### config.mk
export PLATFORM = sky130hd
export DESIGN_NAME = cc_select_unit
export DESIGN_NICKNAME = d
export VERILOG_FILES = /design/src/rtl/cc_sel_pkg.sv /design/src/rtl/cc_cond_eval.sv /design/src/rtl/cc_set_path.sv /design/src/rtl/cc_cmov_path.sv /design/src/rtl/cc_select_unit.sv
export SDC_FILE = /design/constraint.sdc
export NUM_CORES = 1
export LEC_CHECK = 0
export BUFFER_PORTS_ARGS = -buffer_cell sky130_fd_sc_hd__buf_2
export CORE_AREA = 8 8 122 124
export DETAILED_ROUTE_END_ITERATION = 8
export DIE_AREA = 0 0 130 132
export GPL_ROUTABILITY_DRIVEN = 0
export GPL_TIMING_DRIVEN = 0
export PLACE_DENSITY = 0.5
export SLEW_MARGIN = 20
export SYNTH_ARGS = -nofsm -noshare
export SYNTH_HDL_FRONTEND = slang
export SYNTH_SLANG_ARGS = --single-unit
### constraint.sdc
create_clock -name vclk -period 3.9
set_input_delay 0.975 -clock vclk [all_inputs]
set_output_delay 0.975 -clock vclk [all_outputs]
set_load 0.03 [all_outputs]
### src/rtl/cc_sel_pkg.sv
package cc_sel_pkg;
  localparam int COND_W = 4;

  typedef enum logic [COND_W-1:0] {
    CC_ALWAYS = 4'd0,
    CC_EQ     = 4'd1,
    CC_NE     = 4'd2,
    CC_NEG    = 4'd3,
    CC_NNEG   = 4'd4,
    CC_SGT    = 4'd5,
    CC_SGE    = 4'd6,
    CC_SLT    = 4'd7,
    CC_SLE    = 4'd8,
    CC_UGT    = 4'd9,
    CC_UGE    = 4'd10,
    CC_ULT    = 4'd11,
    CC_ULE    = 4'd12
  } cc_code_e;

  typedef enum logic [1:0] {
    MV_B8  = 2'd0,
    MV_B16 = 2'd1,
    MV_B32 = 2'd2,
    MV_B64 = 2'd3
  } mv_size_e;
endpackage

### src/rtl/cc_cond_eval.sv
module cc_cond_eval
  import cc_sel_pkg::*;
(
  input  logic [COND_W-1:0] cond_i,
  input  logic              cf_i,
  input  logic              zf_i,
  input  logic              sf_i,
  input  logic              of_i,
  output logic              hit_o,
  output logic              bad_o
);
  logic lt_s;
  assign lt_s = sf_i ^ of_i;

  always_comb begin
    bad_o = 1'b0;
    unique case (cond_i)
      CC_ALWAYS: hit_o = 1'b1;
      CC_EQ:     hit_o = zf_i;
      CC_NE:     hit_o = !zf_i;
      CC_NEG:    hit_o = sf_i;
      CC_NNEG:   hit_o = !sf_i;
      CC_SGT:    hit_o = !lt_s && !zf_i;
      CC_SGE:    hit_o = !lt_s;
      CC_SLT:    hit_o = lt_s;
      CC_SLE:    hit_o = lt_s || zf_i;
      CC_UGT:    hit_o = !cf_i && !zf_i;
      CC_UGE:    hit_o = !cf_i;
      CC_ULT:    hit_o = cf_i;
      CC_ULE:    hit_o = cf_i || zf_i;
      default: begin
        hit_o = 1'b0;
        bad_o = 1'b1;
      end
    endcase
  end

  always_comb begin
    p_bad_is_false_r6: assert (!(bad_o && hit_o));
    p_always_true_r5: assert (cond_i != CC_ALWAYS || hit_o);
  end
endmodule

### src/rtl/cc_set_path.sv
module cc_set_path #(
  parameter int DATA_W = 64
) (
  input  logic              hit_i,
  input  logic [DATA_W-1:0] dst_i,
  output logic [DATA_W-1:0] dst_o
);
  localparam int BYTE_W = 8;

  assign dst_o = {dst_i[DATA_W-1:BYTE_W], {(BYTE_W-1){1'b0}}, hit_i};

  always_comb begin
    p_upper_kept_r7: assert (dst_o[DATA_W-1:BYTE_W] == dst_i[DATA_W-1:BYTE_W]);
    p_byte_bool_r7: assert (dst_o[BYTE_W-1:0] <= 1);
  end
endmodule

### src/rtl/cc_cmov_path.sv
module cc_cmov_path
  import cc_sel_pkg::*;
#(
  parameter int DATA_W = 64
) (
  input  logic              hit_i,
  input  logic [1:0]        size_i,
  input  logic [DATA_W-1:0] src_i,
  input  logic [DATA_W-1:0] dst_i,
  output logic [DATA_W-1:0] dst_o,
  output logic              bad_size_o
);
  localparam int HALF_W = DATA_W / 2;
  localparam int QTR_W  = DATA_W / 4;

  logic [DATA_W-1:0] pick;
  assign pick = hit_i ? src_i : dst_i;

  always_comb begin
    bad_size_o = 1'b0;
    unique case (size_i)
      MV_B16:  dst_o = {dst_i[DATA_W-1:QTR_W], pick[QTR_W-1:0]};
      MV_B32:  dst_o = {{HALF_W{1'b0}}, pick[HALF_W-1:0]};
      MV_B64:  dst_o = pick;
      default: begin
        dst_o      = dst_i;
        bad_size_o = 1'b1;
      end
    endcase
  end

  always_comb begin
    p_w32_upper_zero_r9: assert (size_i != MV_B32 || dst_o[DATA_W-1:HALF_W] == '0);
    p_byte_refused_r11: assert (size_i != MV_B8 || dst_o == dst_i);
    p_w16_upper_kept_r8: assert (size_i != MV_B16 || dst_o[DATA_W-1:QTR_W] == dst_i[DATA_W-1:QTR_W]);
    p_w64_choice_r10: assert (size_i != MV_B64 || dst_o == src_i || dst_o == dst_i);
  end
endmodule

### src/rtl/cc_select_unit.sv
module cc_select_unit
  import cc_sel_pkg::*;
#(
  parameter int DATA_W = 64
) (
  input  logic [COND_W-1:0] cond_i,
  input  logic              cf_i,
  input  logic              zf_i,
  input  logic              sf_i,
  input  logic              of_i,
  input  logic [DATA_W-1:0] set_dst_i,
  output logic [DATA_W-1:0] set_dst_o,
  input  logic [1:0]        mov_size_i,
  input  logic [DATA_W-1:0] mov_src_i,
  input  logic [DATA_W-1:0] mov_dst_i,
  output logic [DATA_W-1:0] mov_dst_o,
  output logic              cond_true_o,
  output logic              bad_cond_o,
  output logic              bad_size_o
);
  logic hit;

  cc_cond_eval u_eval (
    .cond_i (cond_i),
    .cf_i   (cf_i),
    .zf_i   (zf_i),
    .sf_i   (sf_i),
    .of_i   (of_i),
    .hit_o  (hit),
    .bad_o  (bad_cond_o)
  );

  cc_set_path #(.DATA_W(DATA_W)) u_set (
    .hit_i (hit),
    .dst_i (set_dst_i),
    .dst_o (set_dst_o)
  );

  cc_cmov_path #(.DATA_W(DATA_W)) u_cmov (
    .hit_i      (hit),
    .size_i     (mov_size_i),
    .src_i      (mov_src_i),
    .dst_i      (mov_dst_i),
    .dst_o      (mov_dst_o),
    .bad_size_o (bad_size_o)
  );

  assign cond_true_o = hit;

  always_comb begin
    p_set_tracks_outcome_r7: assert (set_dst_o[0] == cond_true_o);
    p_unused_code_r6: assert (!(bad_cond_o && cond_true_o));
  end
endmodule

---- Yosys cells after proc, flatten, opt, wreduce, memory -nomap -nowiden ----
Index checks and enable logic that the tools add are counted.
storage, ports and cells
  logic and storage cells ................. 32
  register bits after elaboration ......... 0
  bits of input ports ..................... 202
  output and inout bits ................... 131
operators by class
  mux-type cells .......................... 5
  eq/ne operators ......................... 15
  bitwise operators ....................... 1
  reduce and logical (&&, ||, !) cells .... 11
operators by type and width
  cell                                                             count
  64-bit one-hot mux with 3 select lines                           1
  64-bit 2-to-1 mux                                                1
  4-bit == test, second input constant                             5
  4-bit by 3-bit == test with 1-bit output, second input constant  4
  1-bit one-hot mux with 13 select lines                           1
  13-bit OR reduction                                              1
  4-bit by 2-bit == test with 1-bit output, second input constant  2
  2-bit == test, second input constant                             2
  4-bit by 1-bit == test with 1-bit output, second input constant  1
  1-bit zero test                                                  4
  4-bit zero test                                                  1
  3-bit OR reduction                                               1
  2-bit by 1-bit == test with 1-bit output, second input constant  1
  1-bit logical AND                                                2
  1-bit logical OR                                                 2
  1-bit 2-to-1 mux                                                 2
  1-bit XOR                                                        1

---- Logic depth before layout (Yosys ltp) ----
Gate-level depths: netlist of the first run.
  word-level depth ........................ 6
  mapped depth ............................ 9
  depth with buffers taken out ............ 5

---- Modules after synthesis ----
From an unflattened synthesis of the first run, not the netlist that was laid out.
second synthesis, totals
  cells, all modules ...................... 242
  area, all modules ....................... 1980.6 sq um
modules (own cells, without submodules)
  module        area each (sq um)  cells an instance  times used
  cc_cmov_path  1336.3             153                1
  cc_set_path   484.2              65                 1
  cc_cond_eval  160.2              24                 1

---- Worst setup path before layout of the first run ----
OpenSTA, ideal clock, no wires.
  path kind ............................... input to output
  start point ............................. in cond_i[0]
  end point ............................... out mov_dst_o[32]
  cell stages on the path ................. 9
  required time ........................... 2925 ps
  buffers on the path ..................... 4
  slack ................................... 192 ps
  arrival time ............................ 2733 ps
  cell sequence ........................... buf_2 or4bb_1 o22ai_1 a211o_1 buf_6 o21a_4 buf_6 buf_6 a311o_1
between the ends
  word-level cells in the longest chain between the ends .. 4
  elaborated cells on any way between the ends .. 16
  those cells by class .................... eq/ne (12); mux (3); reduce/logical (1)
ends and longest elaborated chain
  what                                         RTL line              RTL
  start, declared                              cc_select_unit.sv:6   input logic [COND_W-1:0] cond_i,
  4-bit == test, or another cell as far along  cc_cond_eval.sv:17    unique case (cond_i)
  1-bit one-hot mux with 13 select lines (*)   cc_cond_eval.sv:17
  64-bit 2-to-1 mux (*)                        cc_cmov_path.sv:17    assign pick = hit_i ? src_i : dst_i;
  64-bit one-hot mux with 3 select lines (*)   cc_cmov_path.sv:21    unique case (size_i)
  end, declared                                cc_select_unit.sv:16  output logic [DATA_W-1:0] mov_dst_o,
Mark *: on every way between the ends. The rest lies on a longest branch, timed or not.

---- Worst setup path after layout of the first run ----
  start point ............................. in cond_i[0]
  end point ............................... out mov_dst_o[29]
Same word-level chain as after synthesis.

==> metrics.md, run 1 <==
| Metric | Value |
|---|---|
| Internal power contribution | `0.3206 mW` |
| Crit path buf inv count | `4` |
| Total die area | `0.01716 sq mm` |
| Area of the multi-input gates | `0.001438 sq mm` |
| Req. time, crit path | `2.92 ns` |
| Leakage power | `2.071 nW` |
| Worst hold margin | `2.202 ns` |
| Run status | `completed` |
| # placed instances | `719` |
| # diodes | `0` |
| Hold Vio Cnt, Final | `0` |
| Post-synthesis instance area | `0.002016 sq mm` |
| Post-CTS Hold Fix Bufs | `0` |
| Logic pwr share | `1.000` |
| Vias per cell | `4.178` |
| Measured slew at the worst slew-check pin | `0.5831 ns` |
| Sequential element share of the synthesized area | `0` |
| Max-cap viol count | `0` |
| Minimum period implied by the final worst setup slack | `3.868 ns` |
| Average cell area after synthesis | `7.251 sq um` |
| # clk buffers | `0` |
| Part of the power in the clock network | `0` |
| Most used cell, CP | `buf_6` |
| CP endpoint kind | `primary output` |
| Worst hold path type | `input port to primary output` |
| Number of DRC violations after detailed routing | `0` |
| DRT Pass-1 Iters | `4` |
| Chip height | `132 um` |
| Core area | `0.01298 sq mm` |
| Overflow after GRT | `0` |
| Synthesis-to-finish area growth | `93.05%` |
| Worst path arrival time | `2.89 ns` |
| Total via count in the routed design | `3,046` |
| Largest area contributor in the netlist | `buf_4` |
| First DRT Iteration DRCs | `82` |
| Post-Layout Cell Count | `729` |
| Sw frac | `0.5702` |
| DPL Wire Length | `10.06 mm` |
| Fin Setup TNS | `0 ns` |
| Peak supply drop | `0.0001065 V` |
| Yosys synthesis warning count | `0` |
| # rows | `42` |
| Start-to-end type of the worst setup path | `input port to primary output` |
| Total global routing track utilization | `0.1217` |
| Top Ports | `333` |
| Critical path fanouts, max | `10` |
| Initial core utilization | `0.1553` |
| Cell family with the largest share of critical-path delay | `buffers and inverters` |
| Slowest-stage cell, CP | `or4bb_1` |
| Max Clock Freq | `258.5 MHz` |
| CP Launch Type | `input port` |
| Area share of the leading cell type in the synthesized netlist | `0.2458` |
| Routed Wire Length | `11.78 mm` |
| Global-route wire length before repair | `17.33 mm` |
| Leading post-synthesis cells by cell area | `buf_4 (25%), mux2_2 (18%), a311o_1 (16%)` |
| Psw | `0.4255 mW` |
| Proportion of layout cells with a drive suffix above 1 | `0.7034` |
| Number of buffers inserted by port buffering | `259` |
| Proportion of power drawn by flip-flops and latches | `0` |
| Final Slew Violations | `0` |
| Setup violators final | `0` |
| Pin count of the biggest net entering global routing | `11` |
| Pwr/cell area | `191.7 mW/mm^2` |
| Post-layout net count | `757` |
| Unique cell type count in the Yosys netlist | `30` |
| Area used by sequential logic in the layout | `0 sq um` |
| Count of flip-flops and latches | `0` |
| Worst slew margin | `0.6113` |
| Average detailed-routed wire length per instance | `16.16 um` |
| Number of nets still failing antenna checks after routing | `0` |
| Count of mapped cells out of synthesis | `278` |
| Number of fill cells in the layout | `1,389` |
| Die outline width | `130 um` |
| Initial antenna violation count | `1` |
| Worst stage delay on the critical path | `0.50 ns` |
| Share of the clock period used by the worst path | `0.9918` |
| Number of global-route vias before repair | `3,320` |
| Ordered cell list for the critical path | `buf_6, or4bb_1, o22ai_2, a211o_1, buf_6, o21a_4, buf_6, mux2_2, buf_2` |
| Unrepaired setup endpoints after global routing | `true` |
| Sum of internal, switching and leakage power | `0.7461 mW` |
==> cell usage after synthesis <==
library cell,number
buf_4,66
nor3_1,34
a311o_1,32
mux2_2,32
nand2_1,32
nor2b_1,32
clkbuf_1,13
buf_2,6
buf_6,5
nor2_1,3
mux2i_1,2
nand2b_1,2
o22ai_1,2
a211o_1,1
a31oi_1,1
and3b_1,1
conb_1,1
inv_1,1
nand3b_1,1
nor4b_1,1
o211a_1,1
o21a_4,1
o21ai_1,1
o22ai_4,1
o2bb2ai_1,1
o311ai_0,1
or2_2,1
or3b_2,1
or4bb_1,1
xor2_2,1
==> routing by layer <==
metal	vias to the layer above	share of wire	wire, um	global-route usage
li1	1483	-	-	-
met1	1355	0.36	4281	0.1311
met2	198	0.52	6098	0.2353
met3	8	0.11	1286	0.03196
met4	2	0.0090	106	0.01097
met5	-	0.00076	9	0
==> layout by cell type (no fill, tap or decap), drive strengths merged, types with 2 or more instances in the layout <==
cell type,Yosys,layout
o22ai,3,3
nand2,32,32
a311o,32,32
buf,77,343
nand2b,2,2
clkbuf,13,16
mux2i,2,2
nor3,34,34
conb,1,7
nor2,3,3
mux2,32,32
nor2b,32,32
==> cells by family after synthesis <==
| logic type | share of synthesized area |
|---|---|
| compound gates | 0.2061 |
| xor+xnor | 0.008072 |
| buf+inv | 0.3147 |
| mux | 0.1887 |
| other cells | 0.001860 |
| simple gates | 0.2806 |
==> final timing paths <==
check,start,endpoint,slack [ns],depth (start not counted)
worst min-delay path,set_dst_i[14],set_dst_o[14],2.20,2
worst max-delay path,cond_i[0],mov_dst_o[29],0.03,9
==> power by group through the flow <==
stage	Sequential, mW	Combinational (mW)	Clock (mW)
floorplan	0	0.468	0
CTS	0	0.709	0
global placement	0	0.680	0
global route	0	0.794	0
finish	0	0.746	0
detailed placement	0	0.684	0
==> stage by stage <==
stage               setup slack (ns)  area [sq um]  utilization
floorplan                     0.1917          2038            -
global placement             -0.4112          3555       0.2739
detailed placement           -0.4286          3555       0.2739
CTS                        -0.002820          3667       0.2825
global route                -0.02658          3891       0.2998
finish                       0.03191          3891       0.2998
==> what timing repair did <==
item	4_1_cts	5_1_grt
endpoints found under the setup margin	66	56
cloned	0	2
gates resized for setup	24	52
pin swaps	3	12
buffers inserted	3	5
==> layout make-up <==
cell class | instances | share of cell area
inverter | 1 | 0.0009646
multi-input combinational | 193 | 0.3695
timing repair buffer | 269 | 0.4026
buffer | 90 | 0.1704
tap | 176 | 0.05659
Note: power is estimated with default switching activity, not from simulation.
==> inputs of run 2 (changes only) <==
- SETUP_SLACK_MARGIN: unset -> 0.2
==> metrics.md, run 2 (synthesized netlist as in run 1, its figures left out) <==
| Metric | Value |
|---|---|
| Hold Vio Cnt, Final | `0 (unchanged)` |
| Total die area | `0.01716 sq mm (unchanged)` |
| Worst slew margin | `0.6401 (+0.02886)` |
| Run status | `finished, violations left` |
| Sum of internal, switching and leakage power | `0.9189 mW (+23%)` |
| First DRT Iteration DRCs | `67 (-18%)` |
| Leading cell types in the layout, fill and taps excluded | `buf_2 (189), buf_6 (75), buf_4 (74), nor3_1 (33)` |
| Global-route wire length before repair | `18.56 mm (+7.1%)` |
| DRT Pass-1 Iters | `4 (unchanged)` |
| Start-to-end type of the worst setup path | `input port to primary output` |
| Post-layout net count | `769 (+1.6%)` |
| Number of global-route vias before repair | `3,426 (+3.2%)` |
| Synthesis-to-finish area growth | `129.1%` |
| Number of buffers inserted by port buffering | `259 (unchanged)` |
| Vias per cell | `4.155 (-0.55%)` |
| Top Ports | `333 (unchanged)` |
| Pin count of the biggest net entering global routing | `11 (unchanged)` |
| Proportion of layout cells with a drive suffix above 1 | `0.7487 (+0.04524)` |
| Measured slew at the worst slew-check pin | `0.5398 ns (-0.04329 ns)` |
| Initial antenna violation count | `0 (-1)` |
| Area used by sequential logic in the layout | `0 sq um (unchanged)` |
| Worst path arrival time | `2.93 ns (+0.04 ns)` |
| Minimum period implied by the final worst setup slack | `3.902 ns (+0.03344 ns)` |
| Depth of the critical timing path with buffers and inverters included | `11 (+2)` |
| DPL Wire Length | `10.30 mm (+2.4%)` |
| Die outline width | `130 um (unchanged)` |
| Unrepaired setup endpoints after global routing | `true` |
| Most used cell, CP | `buf_12` |
| Number of nets still failing antenna checks after routing | `0 (unchanged)` |
| Final non-filler cell area | `0.004617 sq mm (+19%)` |
| Area after detailed placement | `0.003580 sq mm (+0.70%)` |
| Critical path endpoint | `mov_dst_o[16]` |
| # rows | `42 (unchanged)` |
| Post-Layout Cell Count | `741 (+1.6%)` |
| Worst Setup SP | `cond_i[2]` |
| Routed Wire Length | `12.72 mm (+8.0%)` |
| Max Clock Freq | `256.3 MHz (-0.86%)` |
| Most common cell after layout, fill and taps aside | `buf_2` |
| Average detailed-routed wire length per instance | `17.16 um (+6.2%)` |
| Initial core utilization | `0.1553 (unchanged)` |
| Total via count in the routed design | `3,079 (+1.1%)` |
| Post-CTS Hold Fix Bufs | `0 (unchanged)` |
| Setup violators final | `1 (+1)` |
| Core area | `0.01298 sq mm (unchanged)` |
| Worst stage delay on the critical path | `0.51 ns (about the same)` |
| Number of DRC violations after detailed routing | `0 (unchanged)` |
| Req. time, crit path | `2.92 ns (about the same)` |
| Share of the clock period used by the worst path | `1.000 (+0.008574)` |
| Failing checks | `negative setup slack` |
| # clk buffers | `0 (unchanged)` |
| Worst hold path type | `input port to primary output` |
| Leakage power | `2.424 nW (+17%)` |
| Overflow after GRT | `0 (unchanged)` |
| Chip height | `132 um (unchanged)` |
| # diodes | `0 (unchanged)` |
| Count of flip-flops and latches | `0 (unchanged)` |
| Max-cap viol count | `0 (unchanged)` |
| Crit path buf inv count | `6 (+2)` |
| CP endpoint kind | `primary output` |
| CP Launch Type | `input port` |
| Peak supply drop | `0.00007762 V (-27%)` |
| Cell family with the largest share of critical-path delay | `buffers and inverters` |
| Smallest setup slack after layout | `-0.001528 ns (-0.03344 ns)` |
| Final Slew Violations | `0 (unchanged)` |
| Total global routing track utilization | `0.1316 (+0.009883)` |
| # placed instances | `719 (unchanged)` |
| Pwr/cell area | `199.0 mW/mm^2 (+3.8%)` |
| Ordered cell list for the critical path | `buf_12, or4bb_1, o22ai_2, a211o_1, buf_6, o21a_4, buf_12, buf_12, buf_16, mux2_4, buf_6` |
| Slowest-stage cell, CP | `or4bb_1` |
| Critical path fanouts, max | `5 (-5)` |
run 2: final cells by class:
cell class                      instances  area [sq um]
Inverter                                1         3.754
Multi-Input combinational cell        193          1612
Fill cell                            1357          8363
Tap cell                              176         220.2
Timing Repair Buffer                  281          2088
Buffer                                 90         693.2
run 2: per-stage QoR:
step | hold slack, ns | util | TNS (ns) | worst slack (ns)
final | 2.202 | 0.3557 | -0.001528 | -0.001528
after CTS | 2.204 | 0.3463 | 0 | 0.005105
after floorplan | 2.082 | - | 0 | 0.2165
after global routing | 2.205 | 0.3557 | -1.575 | -0.06869
after global placement | 2.205 | 0.2758 | -17.16 | -0.3738
after detailed placement | 2.204 | 0.2758 | -16.84 | -0.3534
run 2: report_power, final:
group          internal, mW  switching [mW]
combinational         0.454           0.465
sequential                0               0
clock                     0               0
run 2: metal layers:
layer | part of all wire | vias up | GRT usage | wire length (um)
li1 | - | 1508 | - | -
met4 | 0 | 0 | 0 | 0
met3 | 0.10 | 0 | 0.03034 | 1270
met5 | 0 | - | 0 | 0
met1 | 0.40 | 1396 | 0.1533 | 5082
met2 | 0.50 | 175 | 0.2486 | 6366
run 2: how the worst min path moves through the flow:
stage / slack (ns) / to / cells after the start / start
2_1_floorplan: 2.08 / set_dst_o[10] / 1 / set_dst_i[10]
3_3_place_gp: 2.21 / set_dst_o[18] / 2 / set_dst_i[18]
3_5_place_dp: 2.20 / set_dst_o[55] / 2 / set_dst_i[55]
4_1_cts: 2.20 / set_dst_o[55] / 2 / set_dst_i[55]
5_1_grt: 2.20 / set_dst_o[11] / 2 / set_dst_i[11]
6_report: 2.20 / set_dst_o[31] / 2 / set_dst_i[31]
run 2: what timing repair did:
action	in CTS	in global routing
pin swaps	22	5
setup buffers	14	1
endpoints found under the hold margin	0	0
cloned	6	1
resized for setup	190	35
endpoints found under the setup margin	66	66
